`src/rtl/pfd_pkg.sv`:
```
package pfd_pkg;
  localparam int unsigned N_LOOP = 2;
  localparam int unsigned AUX    = 0;
  localparam int unsigned MAIN   = 1;
  localparam int unsigned MODE_W = 2;
  localparam int unsigned HI     = MODE_W - 1;
  localparam int unsigned LO     = 0;
endpackage

```
`src/rtl/pfd_core.sv`:
```
module pfd_core (
  input  logic clk_i,
  input  logic rst_ni,
  input  logic clr_i,
  input  logic ref_i,
  input  logic fb_i,
  input  logic pol_i,
  input  logic mute_i,
  output logic up_o,
  output logic dn_o,
  output logic busy_o
);
  logic ref_q, fb_q, both;

  assign both = ref_q & fb_q;

  always_ff @(posedge clk_i or negedge rst_ni) begin
    if (!rst_ni) begin
      ref_q <= 1'b0;
      fb_q  <= 1'b0;
    end else if (clr_i || both) begin
      ref_q <= 1'b0;
      fb_q  <= 1'b0;
    end else begin
      ref_q <= ref_q | ref_i;
      fb_q  <= fb_q | fb_i;
    end
  end

  assign up_o   = ~mute_i & (pol_i ? ref_q : fb_q);
  assign dn_o   = ~mute_i & (pol_i ? fb_q : ref_q);
  assign busy_o = ref_q | fb_q;


  overlap_clear_chk: assert property (@(posedge clk_i) disable iff (!rst_ni)
    both |=> !busy_o);

  held_clear_chk: assert property (@(posedge clk_i) disable iff (!rst_ni)
    clr_i |=> !busy_o);
endmodule

```
`src/rtl/pfd_pwr.sv`:
```
module pfd_pwr (
  input  logic clk_i,
  input  logic rst_ni,
  input  logic pwdn_i,
  input  logic tri_i,
  input  logic busy_i,
  input  logic x4_cfg_i,
  output logic off_o,
  output logic x4_o,
  output logic lock_o
);
  logic off_q, x4_q, off_d;

  // without tri-state, power down is gated by the end of the pump pulse
  assign off_d = off_q ? pwdn_i : (pwdn_i & (tri_i | ~busy_i));

  always_ff @(posedge clk_i or negedge rst_ni) begin
    if (!rst_ni) begin
      off_q <= 1'b0;
      x4_q  <= 1'b0;
    end else begin
      off_q <= off_d;
      if (!busy_i) x4_q <= x4_cfg_i;
    end
  end

  assign off_o  = off_q;
  assign x4_o   = x4_q;
  assign lock_o = off_q | ~busy_i;


  gated_pwdn_chk: assert property (@(posedge clk_i) disable iff (!rst_ni)
    (!off_q && pwdn_i && !tri_i && busy_i) |=> !off_q);

  fast_pwdn_chk: assert property (@(posedge clk_i) disable iff (!rst_ni)
    (!off_q && pwdn_i && tri_i) |=> off_q);

  x4_hold_chk: assert property (@(posedge clk_i) disable iff (!rst_ni)
    busy_i |=> $stable(x4_q));
endmodule

```
`src/rtl/pfd_fo_mux.sv`:
```
module pfd_fo_mux
  import pfd_pkg::*;
(
  input  logic [MODE_W-1:0] mode_main_i,
  input  logic [MODE_W-1:0] mode_aux_i,
  input  logic [N_LOOP-1:0] lock_i,
  input  logic [N_LOOP-1:0] ref_i,
  input  logic [N_LOOP-1:0] fb_i,
  input  logic              fast_i,
  output logic              fo_o,
  output logic [N_LOOP-1:0] crst_o
);
  logic [1:0] hi, lo;

  assign hi = {mode_main_i[HI], mode_aux_i[HI]};
  assign lo = {mode_main_i[LO], mode_aux_i[LO]};

  always_comb begin
    fo_o   = 1'b0;
    crst_o = '0;
    unique case (hi)
      2'b00: begin
        unique case (lo)
          2'b00: fo_o = 1'b0;
          2'b01: fo_o = lock_i[AUX];
          2'b10: fo_o = lock_i[MAIN];
          default: fo_o = lock_i[AUX] & lock_i[MAIN];
        endcase
      end
      2'b01: fo_o = mode_aux_i[LO] ? fb_i[AUX] : ref_i[AUX];
      2'b10: fo_o = mode_aux_i[LO] ? fb_i[MAIN] : ref_i[MAIN];
      default: begin
        if (lo == 2'b00) fo_o = fast_i;
        else crst_o = lo;
      end
    endcase
  end
endmodule

```
`src/rtl/pfd_dual.sv`:
```
module pfd_dual
  import pfd_pkg::*;
(
  input  logic              clk_i,
  input  logic              rst_ni,
  input  logic [N_LOOP-1:0] ref_pulse_i,
  input  logic [N_LOOP-1:0] fb_pulse_i,
  input  logic [N_LOOP-1:0] pol_i,
  input  logic [N_LOOP-1:0] tri_i,
  input  logic [N_LOOP-1:0] x4_cfg_i,
  input  logic [N_LOOP-1:0] pwdn_i,
  input  logic [MODE_W-1:0] mode_main_i,
  input  logic [MODE_W-1:0] mode_aux_i,
  output logic [N_LOOP-1:0] pump_up_o,
  output logic [N_LOOP-1:0] pump_dn_o,
  output logic [N_LOOP-1:0] x4_o,
  output logic [N_LOOP-1:0] lock_o,
  output logic [N_LOOP-1:0] div_rst_o,
  output logic [N_LOOP-1:0] active_o,
  output logic              osc_en_o,
  output logic              fo_o
);
  logic [N_LOOP-1:0] busy, off, crst;

  for (genvar g = 0; g < N_LOOP; g++) begin : g_loop
    logic clr, mute;
    assign clr  = off[g] | crst[g];
    assign mute = clr | tri_i[g];

    pfd_core u_core (
      .clk_i  (clk_i),
      .rst_ni (rst_ni),
      .clr_i  (clr),
      .ref_i  (ref_pulse_i[g]),
      .fb_i   (fb_pulse_i[g]),
      .pol_i  (pol_i[g]),
      .mute_i (mute),
      .up_o   (pump_up_o[g]),
      .dn_o   (pump_dn_o[g]),
      .busy_o (busy[g])
    );

    pfd_pwr u_pwr (
      .clk_i    (clk_i),
      .rst_ni   (rst_ni),
      .pwdn_i   (pwdn_i[g]),
      .tri_i    (tri_i[g]),
      .busy_i   (busy[g]),
      .x4_cfg_i (x4_cfg_i[g]),
      .off_o    (off[g]),
      .x4_o     (x4_o[g]),
      .lock_o   (lock_o[g])
    );

    assign div_rst_o[g] = clr;
    assign active_o[g]  = ~off[g];


    tri_quiet_chk: assert property (@(posedge clk_i) disable iff (!rst_ni)
      tri_i[g] |-> !(pump_up_o[g] || pump_dn_o[g]));

    rst_quiet_chk: assert property (@(posedge clk_i) disable iff (!rst_ni)
      div_rst_o[g] |-> !(pump_up_o[g] || pump_dn_o[g]));

    off_lock_chk: assert property (@(posedge clk_i) disable iff (!rst_ni)
      !active_o[g] |-> lock_o[g]);
  end

  pfd_fo_mux u_mux (
    .mode_main_i (mode_main_i),
    .mode_aux_i  (mode_aux_i),
    .lock_i      (lock_o),
    .ref_i       (ref_pulse_i),
    .fb_i        (fb_pulse_i),
    .fast_i      (x4_o[MAIN]),
    .fo_o        (fo_o),
    .crst_o      (crst)
  );

  assign osc_en_o = ~&off;


  osc_off_chk: assert property (@(posedge clk_i) disable iff (!rst_ni)
    !osc_en_o |-> (active_o == '0));
endmodule

```
`config.mk`:
```
export PLATFORM = sky130hd
export DESIGN_NAME = pfd_dual
export DESIGN_NICKNAME = d
export VERILOG_FILES = /design/src/rtl/pfd_pkg.sv /design/src/rtl/pfd_core.sv /design/src/rtl/pfd_pwr.sv /design/src/rtl/pfd_fo_mux.sv /design/src/rtl/pfd_dual.sv
export SDC_FILE = /design/constraint.sdc
export NUM_CORES = 1
export LEC_CHECK = 0
export BUFFER_PORTS_ARGS = -buffer_cell sky130_fd_sc_hd__buf_4
export CORE_MARGIN = 2
export CORE_UTILIZATION = 25
export DETAILED_ROUTE_END_ITERATION = 6
export GPL_ROUTABILITY_DRIVEN = 0
export REMOVE_ABC_BUFFERS = 1
export SYNTH_ARGS = -nofsm -noshare
export SYNTH_HDL_FRONTEND = slang
export SYNTH_SLANG_ARGS = --single-unit
```
`constraint.sdc`:
```
create_clock -name clk_i -period 2.3 [get_ports clk_i]
set_input_delay 0.115 -clock clk_i [delete_from_list [all_inputs] [get_ports clk_i]]
set_output_delay 0.115 -clock clk_i [all_outputs]
set_load 0.01 [all_outputs]
```
==> summary.txt, run 1 <==
OUTCOME
----------------------------------------------------------------------------------
Run status                                                            complete, no violations

MIN PATH
----------------------------------------------------------------------------------
Hold crit path type                                                         in2reg
Hold Crit Start                                                          pwdn_i[0]
Endpoint with the worst hold slack                                    g_loop[0].u_pwr.off_o$_DFF_PN0_
Hold Path Stages                                                                 2

WORST SETUP PATH
----------------------------------------------------------------------------------
Series of cell instances along the critical path                      o21bai_1, o22ai_1, o211ai_2, buf_4
Data arrival time of the worst path                                        1.35 ns
Critical-path maximum fanout                                                     6
Setup crit start kind                                                     register
Endpoint of the worst-slack reg-to-reg timing path                    g_loop[0].u_pwr.x4_o$_DFFE_PN0P_
CP bufs+invs                                                                     1
Critical-path cell with the highest stage delay                       sky130_fd_sc_hd__dfrtp_1
CP startpoint                                                         g_loop[1].u_core.fb_q$_DFF_PN0_
Delay of the slowest cell on the worst path                                0.43 ns
Family of cells with the greatest summed delay on the critical path   compound AO/OA/AOI/OAI gates
Start-to-end type of the worst setup path                                  reg2out
Cells on worst reg2reg path                                                      2
Critical register-to-register path startpoint                         g_loop[0].u_core.fb_q$_DFF_PN0_
Data required time of the critical path                                    2.18 ns
CP Capture Type                                                        output port
Worst-case register-to-register setup slack                                1.23 ns

POWER AND IR DROP
----------------------------------------------------------------------------------
Pwr per Cell Area                                                       542 mW/mm²
Leakage power                                                             0.409 nW
Worst ir drop on vdd                                                      0.288 mV

GRT
----------------------------------------------------------------------------------
Number of antenna violations at the first check in global routing                0
Pin count of the biggest net entering global routing                             9
Via count of the first global-routing pass                                     478
First-pass GRT wire length                                                 1960 µm
GR Util All Layers                                                           9.85%
GRT Residual Overflow                                                            0

CLOCK TREE
----------------------------------------------------------------------------------
Depth of the CTS H-tree                                                          1
Number of clock sinks seen by CTS                                                8
Number of clock buffers inserted by TritonCTS                                    3
Clock Latency Late Sink                                                    0.24 ns
Clock tree from TritonCTS                                                     done
Number of buffers between clock root and the deepest sink                        2
Root Driver                                                           sky130_fd_sc_hd__clkbuf_4
Clock slew seen by the registers of the worst setup and hold paths         0.05 ns

SYNTH
----------------------------------------------------------------------------------
Synth Flop Type                                                       sky130_fd_sc_hd__dfrtp_1
Async S/R FF share, synth                                                     100%
Count of mapped cells out of synthesis                                          65
Ys Warns                                                                         0
Largest cells by area after synthesis                                 sky130_fd_sc_hd__dfrtp_1, sky130_fd_sc_hd__mux2i_1, sky130_fd_sc_hd__buf_4
Post-Syn Area                                                              579 µm²
Synth Register Bits                                                              8
Area fraction of the dominant cell type after synthesis                      34.6%
Most common cell in the netlist                                       sky130_fd_sc_hd__buf_4
Share of the yosys chip area belonging to registers                          34.6%
Library cell with the largest summed area after synthesis             sky130_fd_sc_hd__dfrtp_1
Number of enable flip-flop cells after synthesis                                 0
Average cell area after synthesis                                         8.91 µm²
Ranking of synthesized cells by instance count                        sky130_fd_sc_hd__buf_4, sky130_fd_sc_hd__dfrtp_1, sky130_fd_sc_hd__mux2i_1, sky130_fd_sc_hd__inv_1, sky130_fd_sc_hd__nor2_1
Count of unique library cells instantiated by Yosys                             21

PLACED DESIGN
----------------------------------------------------------------------------------
DP HPWL                                                                    1150 µm
Number of buffers added on ports                                                31
Number of cells after detailed placement                                       114
Instance area at placement                                                 772 µm²

STA
----------------------------------------------------------------------------------
Unrepaired setup endpoints after global routing                              false
Worst clock skew on the final layout                                    0.00245 ns
Post-route setup TNS                                                          0 ns
Highest clock rate                                                       0.684 GHz
Hold Fails Final Rpt                                                             0
Number of slew-limit violations in the final report                              0
Worst max-slew margin expressed relative to the limit                        84.7%
Final setup fails                                                                0
Final-layout worst hold slack                                            0.0909 ns
Worst Max-Slew Pin Slew                                                   0.230 ns
Final worst path period share                                                63.6%
Time the final worst path needs with I/O delays and setup                  1.46 ns

LAYOUT
----------------------------------------------------------------------------------
Footprint of the flip-flops and latches                                    200 µm²
Final standard cell count with taps included and fillers excluded              118
Core occupancy in the finished layout                                        36.7%
Layout area overhead                                                         38.9%
Number of nets in the final layout                                             110
Final-layout fill cell count                                                   234
Layout cell share with drive strength beyond 1                               43.3%
Area of combinational cells with multiple inputs                           282 µm²
Post-route standard cell area excluding fillers                            805 µm²
Number of diodes added for antenna fixing                                        0

DETAILED ROUTING
----------------------------------------------------------------------------------
WL final                                                                   1290 µm
First-pass DRT Iterations                                                        4
Detailed-route via count                                                       516
DR DRC count                                                                     0
Post-DR vias/cell                                                             4.37
Routed length per instance                                                 10.9 µm
Iteration-0 DRC Markers                                                          5
Residual antenna-violating net count after detailed routing                      0

DIE
----------------------------------------------------------------------------------
Horizontal extent of the die                                               52.1 µm
Cell row count                                                                  17
Core area                                                              0.00219 mm²
Area of the die                                                        0.00272 mm²
Boundary Pins                                                                   32
Effective utilization at floorplan                                           26.4%
Die H                                                                      52.1 µm

FLOW RUN
----------------------------------------------------------------------------------
Max cap viols                                                                    0

[how the worst max path moves through the flow]
stage / endpoint / slack (ns) / cells after the start
2_1_floorplan: fo_o / 1.12 / 3
3_3_place_gp: fo_o / 1.12 / 4
3_5_place_dp: fo_o / 1.09 / 4
4_1_cts: fo_o / 0.82 / 4
5_1_grt: fo_o / 0.73 / 4
6_report: fo_o / 0.84 / 4
[through the flow]
stage | total power [mW] | setup slack, ns
final | 0.436 | 0.838
after global routing | 0.469 | 0.730
after CTS | 0.447 | 0.818
after detailed placement | 0.341 | 1.09
after global placement | 0.339 | 1.12
after floorplan | 0.254 | 1.12
[cell type report]
cell class	instances	share of cell area (%)
multi-input combinational	41	35.0
timing repair buffer	32	30.2
sequential	8	24.9
tap	28	4.35
clock buffer	3	2.80
inverter	6	2.80
[registers in the layout, indices dropped and copies added (netlist names)]
name	cells
g_loop.u_pwr.x4_o	2
g_loop.u_core.fb_q	2
g_loop.u_pwr.off_o	2
g_loop.u_core.ref_q	2
[layout by cell type (no fill, tap or decap), drive strengths merged]
| cell type | n |
|---|---|
| dfrtp | 8 |
| o22ai | 1 |
| clkbuf | 3 |
| mux2 | 2 |
| or3 | 1 |
| nor2 | 7 |
| o21a | 2 |
| o21bai | 2 |
| nor2b | 2 |
| nand2 | 3 |
| a21oi | 2 |
| or2b | 2 |
| dlygate4sd3 | 1 |
| mux2i | 8 |
| nor3 | 4 |
| o22a | 1 |
| o211ai | 1 |
| nand4 | 1 |
| nand3 | 2 |
| buf | 31 |
| inv | 6 |
[kinds of logic (layout without fill, tap and decap cells)]
group           after synthesis  count (layout)  share of synthesized area [%]
simple gates                 22              22                           19.2
buf+inv                      16              41                           16.8
mux                          10              10                           17.7
compound gates                9               9                           11.7
flops                         8               8                           34.6
[timing repair]
item                                   CTS  global route
gates resized for setup                  0             0
setup buffers                            0             0
setup endpoints to repair                0             0
hold buffers                             1             0
endpoints found under the hold margin    8             0
[power by group]
group | internal [mW] | leakage, nW | switching [mW]
clock | 0.0592 | 0.0138 | 0.0397
sequential | 0.160 | 0.0986 | 0.0205
combinational | 0.0874 | 0.297 | 0.0696
[per-layer routing]
| layer | track usage [%] | wire length (µm) | share of wire (%) | vias up |
|---|---|---|---|---|
| met5 | 0 | 0 | 0 | - |
| met4 | 3.85 | 0 | 0 | 0 |
| met3 | 2.01 | 72 | 5.6 | 0 |
| met2 | 17.9 | 674 | 52 | 12 |
| met1 | 11.1 | 545 | 42 | 239 |
| li1 | - | - | - | 265 |
Note: power is estimated with default switching activity, not from simulation.
==> run 2: changes to the inputs <==
Clock period 2.3 ns to 1.4 ns, I/O delays scaled along.
==> run 2 against run 1 <==
Sequential share of layout area shrank 0.99 points; sequential cell count is the same; register-to-register slack lost 0.90 ns; combinational power grew 82%; core utilization grew 2.0 points; clock power grew 67%; critical path depth is the same; power grew 71%; worst hold slack lost 0.051 ns; count of clock-buffer cells in the layout is the same; largest power group unchanged.
==> summary.txt, run 2 (synthesis gave the netlist of run 1 again) <==
LAYOUT
---------------------------------------------------------------------------------
Layout area overhead                                                        46.4%
Most common cell after layout, fill and taps aside                   sky130_fd_sc_hd__buf_4
Core occupancy in the finished layout                                       38.7%   +2.0 points
Final standard cell count with taps included and fillers excluded             121   +2.5%
Post-route standard cell area excluding fillers                           848 µm²   +5.4%
Final-layout fill cell count                                                  224   -4.3%
Layout cell share with drive strength beyond 1                              51.6%   +8.3 points
Number of diodes added for antenna fixing                                       0   unchanged
Number of nets in the final layout                                            113   +2.7%
Leading cell types in the layout, fill and taps excluded             sky130_fd_sc_hd__buf_4, sky130_fd_sc_hd__mux2i_1, sky130_fd_sc_hd__inv_1, sky130_fd_sc_hd__nor2_1, sky130_fd_sc_hd__dfrtp_1

DETAILED ROUTING
---------------------------------------------------------------------------------
Routed length per instance                                                10.8 µm   -1.2%
First-pass DRT Iterations                                                       4   unchanged
Iteration-0 DRC Markers                                                         3   -2
Post-DR vias/cell                                                            4.27   -2.3%
Detailed-route via count                                                      517   +0.19%
DR DRC count                                                                    0   unchanged
WL final                                                                  1310 µm   +1.3%
Residual antenna-violating net count after detailed routing                     0   unchanged

PLACED DESIGN
---------------------------------------------------------------------------------
DP HPWL                                                                   1100 µm   -4.0%
Number of buffers added on ports                                               31   unchanged
Number of cells after detailed placement                                      115   +0.88%
Instance area at placement                                                779 µm²   +0.97%

DIE
---------------------------------------------------------------------------------
Horizontal extent of the die                                              52.1 µm   unchanged
Cell row count                                                                 17   unchanged
Area of the die                                                       0.00272 mm²   unchanged
Die H                                                                     52.1 µm   unchanged
Boundary Pins                                                                  32   unchanged
Effective utilization at floorplan                                          26.4%   unchanged
Core area                                                             0.00219 mm²   unchanged

STA
---------------------------------------------------------------------------------
Final worst path period share                                               93.1%
Highest clock rate                                                      0.767 GHz
Worst Max-Slew Pin Slew                                                  0.162 ns   -0.0675 ns
Worst clock skew on the final layout                                 0.0000895 ns   -0.00236 ns
Hold Fails Final Rpt                                                            0   unchanged
Time the final worst path needs with I/O delays and setup                 1.30 ns
Final-layout worst hold slack                                           0.0394 ns   -0.0514 ns
Worst max-slew margin expressed relative to the limit                       88.9%   +4.2 points
Final setup fails                                                               0   unchanged
Number of slew-limit violations in the final report                             0   unchanged

WORST SETUP PATH
---------------------------------------------------------------------------------
Data arrival time of the worst path                                       1.23 ns   -0.12 ns
Critical-path maximum fanout                                                    6   unchanged
Worst-case register-to-register setup slack                               0.33 ns   -0.90 ns
Data required time of the critical path                                   1.33 ns   -0.85 ns
Setup crit start kind                                                    register
CP Capture Type                                                       output port
Start-to-end type of the worst setup path                                 reg2out

CLOCK TREE
---------------------------------------------------------------------------------
Clock Latency Late Sink                                                   0.24 ns   about the same
Number of buffers between clock root and the deepest sink                       2   unchanged
Root Driver                                                          sky130_fd_sc_hd__clkbuf_4
Clock slew seen by the registers of the worst setup and hold paths        0.05 ns   about the same
Clock tree from TritonCTS                                                    done
Number of clock buffers inserted by TritonCTS                                   3   unchanged
Number of clock sinks seen by CTS                                               8   unchanged
Depth of the CTS H-tree                                                         1   unchanged

GRT
---------------------------------------------------------------------------------
GR Util All Layers                                                          10.3%   +0.43 points
Pin count of the biggest net entering global routing                            9   unchanged
GRT Residual Overflow                                                           0   unchanged
Number of antenna violations at the first check in global routing               0   unchanged
Via count of the first global-routing pass                                    501   +4.8%
First-pass GRT wire length                                                2060 µm   +5.3%

POWER AND IR DROP
---------------------------------------------------------------------------------
Pwr per Cell Area                                                      882 mW/mm²   +63%
Overall power                                                            0.748 mW   +71%
Leakage power                                                            0.423 nW   +3.3%
Worst ir drop on vdd                                                     0.564 mV   +96%

FLOW RUN
---------------------------------------------------------------------------------
Max cap viols                                                                   0   unchanged

OUTCOME
---------------------------------------------------------------------------------
Run status                                                           complete, no violations

MIN PATH
---------------------------------------------------------------------------------
Hold crit path type                                                        in2reg

==> run 2: cell count changes in the layout (fill, tap and decap cells not counted), moves of 2 or more <==
cell                       previous run  this run
sky130_fd_sc_hd__buf_4               31        34
sky130_fd_sc_hd__o21bai_2             0         2
sky130_fd_sc_hd__o21bai_1             2         0
sky130_fd_sc_hd__dfrtp_2              0         2
sky130_fd_sc_hd__dfrtp_1              8         6
==> run 2: path summary, 6_finish.rpt <==
path	from	endpoint	depth (start not counted)
max	g_loop[1].u_core.ref_q$_DFF_PN0_	fo_o	4
min	pwdn_i[0]	g_loop[0].u_pwr.off_o$_DFF_PN0_	2
max reg2reg	g_loop[0].u_core.fb_q$_DFF_PN0_	g_loop[0].u_pwr.x4_o$_DFFE_PN0P_	2
min reg2reg	g_loop[0].u_pwr.x4_o$_DFFE_PN0P_	g_loop[0].u_pwr.x4_o$_DFFE_PN0P_	1
max in group asynchronous	rst_ni	g_loop[0].u_core.fb_q$_DFF_PN0_	2
min in group asynchronous	rst_ni	g_loop[1].u_pwr.x4_o$_DFFE_PN0P_	2
==> run 2: report_power, final <==
part	switching [mW]	total (mW)	internal, mW	leakage (nW)
Combinational	0.123	0.286	0.163	0.313
Clock	0.0674	0.165	0.0973	0.0138
Sequential	0.0338	0.298	0.264	0.0960
Total	0.224	0.748	0.524	0.423
==> run 2: layer usage <==
layer	global-route usage, %	routed length (µm)
met1	12.9	560
met2	16.7	672
met3	2.87	76
met4	3.85	0
met5	0	0
==> run 2: per-stage QoR <==
stage,TNS (ns),worst slack (ns)
after floorplan,0,0.264
after global placement,0,0.270
after detailed placement,0,0.224
after CTS,0,0.0270
after global routing,-0.00738,-0.00738
final,0,0.0964
==> run 2: cell type report <==
| class | count | area (µm²) | share of cell area [%] |
|---|---|---|---|
| inverter | 6 | 22.5 | 2.65 |
| sequential | 8 | 203 | 23.9 |
| clock buffer | 3 | 22.5 | 2.65 |
| tap | 28 | 35.0 | 4.13 |
| multi-input combinational | 41 | 300 | 35.4 |
| timing repair buffer | 35 | 265 | 31.3 |
==> run 2: critical path, stage by stage, from the launching register on <==
cell                       delay (ns)
sky130_fd_sc_hd__dfrtp_2         0.43
sky130_fd_sc_hd__o21bai_2        0.18
sky130_fd_sc_hd__o22ai_2         0.10
sky130_fd_sc_hd__o211ai_2        0.14
sky130_fd_sc_hd__buf_4           0.14
==> run 2: repair_timing <==
item / 4_1_cts / 5_1_grt
endpoints found under the setup margin: 1 / 2
pin swaps: 0 / 2
buffers inserted: 0 / 2
hold buffers: 1 / 0
resized for setup: 1 / 5
hold endpoints to repair: 8 / 0
==> run 3: changes to the inputs <==
Settings changed: ABC_AREA set to 1.
==> run 3 against run 2 <==
Fmax grew 1.1%; via count grew 17%; cell count grew 17%; highest routed layer is now met4; first-iteration DRC count grew to 4.0 times the previous value; critical path type unchanged; non-clock buffer count shrank 2; clock skew is essentially flat; largest cell class unchanged.
==> summary.txt, run 3 <==
POWER AND IR DROP
---------------------------------------------------------------------------------
Pwr per Cell Area                                                      887 mW/mm²   +0.51%
Net switching power figure                                               0.234 mW   +4.6%
Internal                                                                 0.505 mW   -3.6%
Part of the total power dissipated in sequential elements                   39.1%   -0.7 points
Fraction of power consumed by the clock network                             22.2%   +0.2 points
Worst ir drop on vdd                                                     0.435 mV   -23%
Gate power share                                                            38.7%   +0.5 points
Leakage power                                                            0.462 nW   +9.4%
Net switching share of the total power                                      31.7%   +1.7 points

SYNTH
---------------------------------------------------------------------------------
Synth Register Bits                                                             8   unchanged
Library cell with the largest summed area after synthesis            sky130_fd_sc_hd__dfrtp_1
Most common cell in the netlist                                      sky130_fd_sc_hd__nand2_1
Count of mapped cells out of synthesis                                         88   +35%
Async S/R FF share, synth                                                    100%   unchanged
Post-Syn Area                                                             597 µm²   +3.0%
Area fraction of the dominant cell type after synthesis                     33.5%   -1.0 points
Share of the yosys chip area belonging to registers                         33.5%   -1.0 points
Ys Warns                                                                        0   unchanged
Average cell area after synthesis                                        6.78 µm²   -24%
Synth Flop Type                                                      sky130_fd_sc_hd__dfrtp_1
Ranking of synthesized cells by instance count                       sky130_fd_sc_hd__nand2_1, sky130_fd_sc_hd__nor2_1, sky130_fd_sc_hd__inv_1, sky130_fd_sc_hd__buf_4, sky130_fd_sc_hd__dfrtp_1
Largest cells by area after synthesis                                sky130_fd_sc_hd__dfrtp_1, sky130_fd_sc_hd__buf_4, sky130_fd_sc_hd__nand2_1
Count of unique library cells instantiated by Yosys                            14   -33%
Number of enable flip-flop cells after synthesis                                0   unchanged

STA
---------------------------------------------------------------------------------
Time the final worst path needs with I/O delays and setup                 1.29 ns   -0.0144 ns
Final worst path period share                                               92.1%   -1.0 points
Hold Fails Final Rpt                                                            0   unchanged
Highest clock rate                                                      0.776 GHz   +1.1%
Unrepaired setup endpoints after global routing                              true
Worst max-slew margin expressed relative to the limit                       87.4%   -1.5 points
Final setup fails                                                               0   unchanged
Number of slew-limit violations in the final report                             0   unchanged
Final-layout worst hold slack                                           0.0424 ns   +0.00294 ns
Worst clock skew on the final layout                                  0.000252 ns   +0.000163 ns
Worst Max-Slew Pin Slew                                                  0.188 ns   +0.0255 ns
Final critical-path setup slack                                          0.111 ns   +0.0144 ns

GRT
---------------------------------------------------------------------------------
Pin count of the biggest net entering global routing                            9   unchanged
First-pass GRT wire length                                                2220 µm   +7.7%
GRT Residual Overflow                                                           0   unchanged
Via count of the first global-routing pass                                    536   +7.0%
GR Util All Layers                                                          11.3%   +0.98 points
Number of antenna violations at the first check in global routing               0   unchanged

DETAILED ROUTING
---------------------------------------------------------------------------------
WL final                                                                  1350 µm   +2.8%
Detailed-route via count                                                      607   +17%
Residual antenna-violating net count after detailed routing                     0   unchanged
DR DRC count                                                                    0   unchanged
Iteration-0 DRC Markers                                                        12   +9
Post-DR vias/cell                                                            4.27   about the same
First-pass DRT Iterations                                                       4   unchanged
Routed length per instance                                                9.48 µm   -12%

LAYOUT
---------------------------------------------------------------------------------
Final standard cell count with taps included and fillers excluded             142   +17%
Number of nets in the final layout                                            134   +19%
Number of diodes added for antenna fixing                                       0   unchanged
Leading cell types in the layout, fill and taps excluded             sky130_fd_sc_hd__buf_4, sky130_fd_sc_hd__nand2_1, sky130_fd_sc_hd__nor2_1, sky130_fd_sc_hd__inv_1, sky130_fd_sc_hd__dfrtp_1
Most common cell after layout, fill and taps aside                   sky130_fd_sc_hd__buf_4
Core occupancy in the finished layout                                       37.4%   -1.4 points
Footprint of the flip-flops and latches                                   200 µm²   -1.2%
Final-layout fill cell count                                                  235   +4.9%
Area of combinational cells with multiple inputs                          269 µm²   -10%
Post-route standard cell area excluding fillers                           835 µm²   -1.6%
Layout cell share with drive strength beyond 1                              42.1%   -9.5 points
Layout area overhead                                                        39.8%

WORST SETUP PATH
---------------------------------------------------------------------------------
CP Capture Type                                                       output port
Critical-path maximum fanout                                                    3   -3
Data required time of the critical path                                   1.33 ns   about the same
Data arrival time of the worst path                                       1.22 ns   about the same
Worst-case register-to-register setup slack                               0.41 ns   +0.08 ns
Setup crit start kind                                                    register
Start-to-end type of the worst setup path                                 reg2out

PLACED DESIGN
---------------------------------------------------------------------------------
Number of cells after detailed placement                                      137   +19%
Instance area at placement                                                790 µm²   +1.3%
DP HPWL                                                                   1180 µm   +6.8%
Number of buffers added on ports                                               31   unchanged
Worst slack, placed                                                      0.341 ns   +0.117 ns

CLOCK TREE
---------------------------------------------------------------------------------
Clock slew seen by the registers of the worst setup and hold paths        0.05 ns   about the same
Number of buffers between clock root and the deepest sink                       2   unchanged
Root Driver                                                          sky130_fd_sc_hd__clkbuf_4
Depth of the CTS H-tree                                                         1   unchanged
Number of clock sinks seen by CTS                                               8   unchanged
Clock tree from TritonCTS                                                    done
Number of clock buffers inserted by TritonCTS                                   3   unchanged
Clock Latency Late Sink                                                   0.24 ns   about the same

OUTCOME
---------------------------------------------------------------------------------
Run status                                                           complete, no violations

DIE
---------------------------------------------------------------------------------
Cell row count                                                                 17   unchanged
Core area                                                             0.00223 mm²   +1.9%
Die H                                                                     52.9 µm   +1.4%
Horizontal extent of the die                                              52.9 µm   +1.4%
Area of the die                                                       0.00279 mm²   +2.8%
Effective utilization at floorplan                                          26.7%   +0.28 points
Boundary Pins                                                                  32   unchanged

MIN PATH
---------------------------------------------------------------------------------
Hold crit path type                                                        in2reg

FLOW RUN
---------------------------------------------------------------------------------
Max cap viols                                                                   0   unchanged

## run 3: critical path, stage by stage (launching register included)
cell                      delay, ns
sky130_fd_sc_hd__dfrtp_1       0.39
sky130_fd_sc_hd__inv_2         0.08
sky130_fd_sc_hd__o21ai_2       0.07
sky130_fd_sc_hd__or2_1         0.22
sky130_fd_sc_hd__nor2_1        0.10
sky130_fd_sc_hd__buf_4         0.13
## run 3: logic make-up (layout without fill, tap and decap cells)
group	after synthesis	in the layout	synth area share (%)
flops	8	8	33.5
buf+inv	25	51	22.2
mux	2	2	3.77
simple gates	43	43	29.6
compound gates	10	10	10.9
## run 3: stage by stage
| step | power, mW | TNS (ns) |
|---|---|---|
| 3_3_place_gp | 0.568 | 0 |
| 6_report | 0.740 | 0 |
| 2_1_floorplan | 0.425 | 0 |
| 3_5_place_dp | 0.571 | 0 |
| 4_1_cts | 0.744 | 0 |
| 5_1_grt | 0.813 | -0.00120 |
## run 3: routing by layer
layer | global-route usage, % | wire [µm] | vias up
met5 | 0 | 0 | -
met3 | 1.98 | 49 | 2
met4 | 8.97 | 15 | 0
li1 | - | - | 315
met2 | 17.9 | 708 | 8
met1 | 13.2 | 573 | 282
## run 3: path summary, 6_finish.rpt
path / from / to / cells past startpoint
max: g_loop[1].u_pwr.off_o$_DFF_PN0_ / pump_dn_o[1] / 5
min: pwdn_i[0] / g_loop[0].u_pwr.off_o$_DFF_PN0_ / 3
max reg2reg: g_loop[0].u_core.ref_q$_DFF_PN0_ / g_loop[0].u_pwr.x4_o$_DFFE_PN0P_ / 3
min reg2reg: g_loop[0].u_pwr.x4_o$_DFFE_PN0P_ / g_loop[0].u_pwr.x4_o$_DFFE_PN0P_ / 1
max in group asynchronous: rst_ni / g_loop[0].u_pwr.x4_o$_DFFE_PN0P_ / 2
min in group asynchronous: rst_ni / g_loop[1].u_pwr.x4_o$_DFFE_PN0P_ / 2
## run 3: final cells by class
class	instances	area share, %
multi-input combinational	55	32.2
timing repair buffer	33	30.0
sequential	8	24.0
inverter	15	6.90
tap	28	4.20
clock buffer	3	2.70
## run 3: timing repair
action	in CTS	in global routing
endpoints found under the setup margin	0	4
hold endpoints to repair	8	0
gates resized for setup	0	3
setup buffers	0	1
hold buffers	1	0
## run 3: power groups by stage
stage / clock, mW / combinational [mW] / sequential [mW]
after CTS: 0.175 / 0.282 / 0.288
after global routing: 0.199 / 0.321 / 0.293
final: 0.164 / 0.286 / 0.289
after detailed placement: 0 / 0.279 / 0.292
after floorplan: 0 / 0.132 / 0.292
after global placement: 0 / 0.276 / 0.292
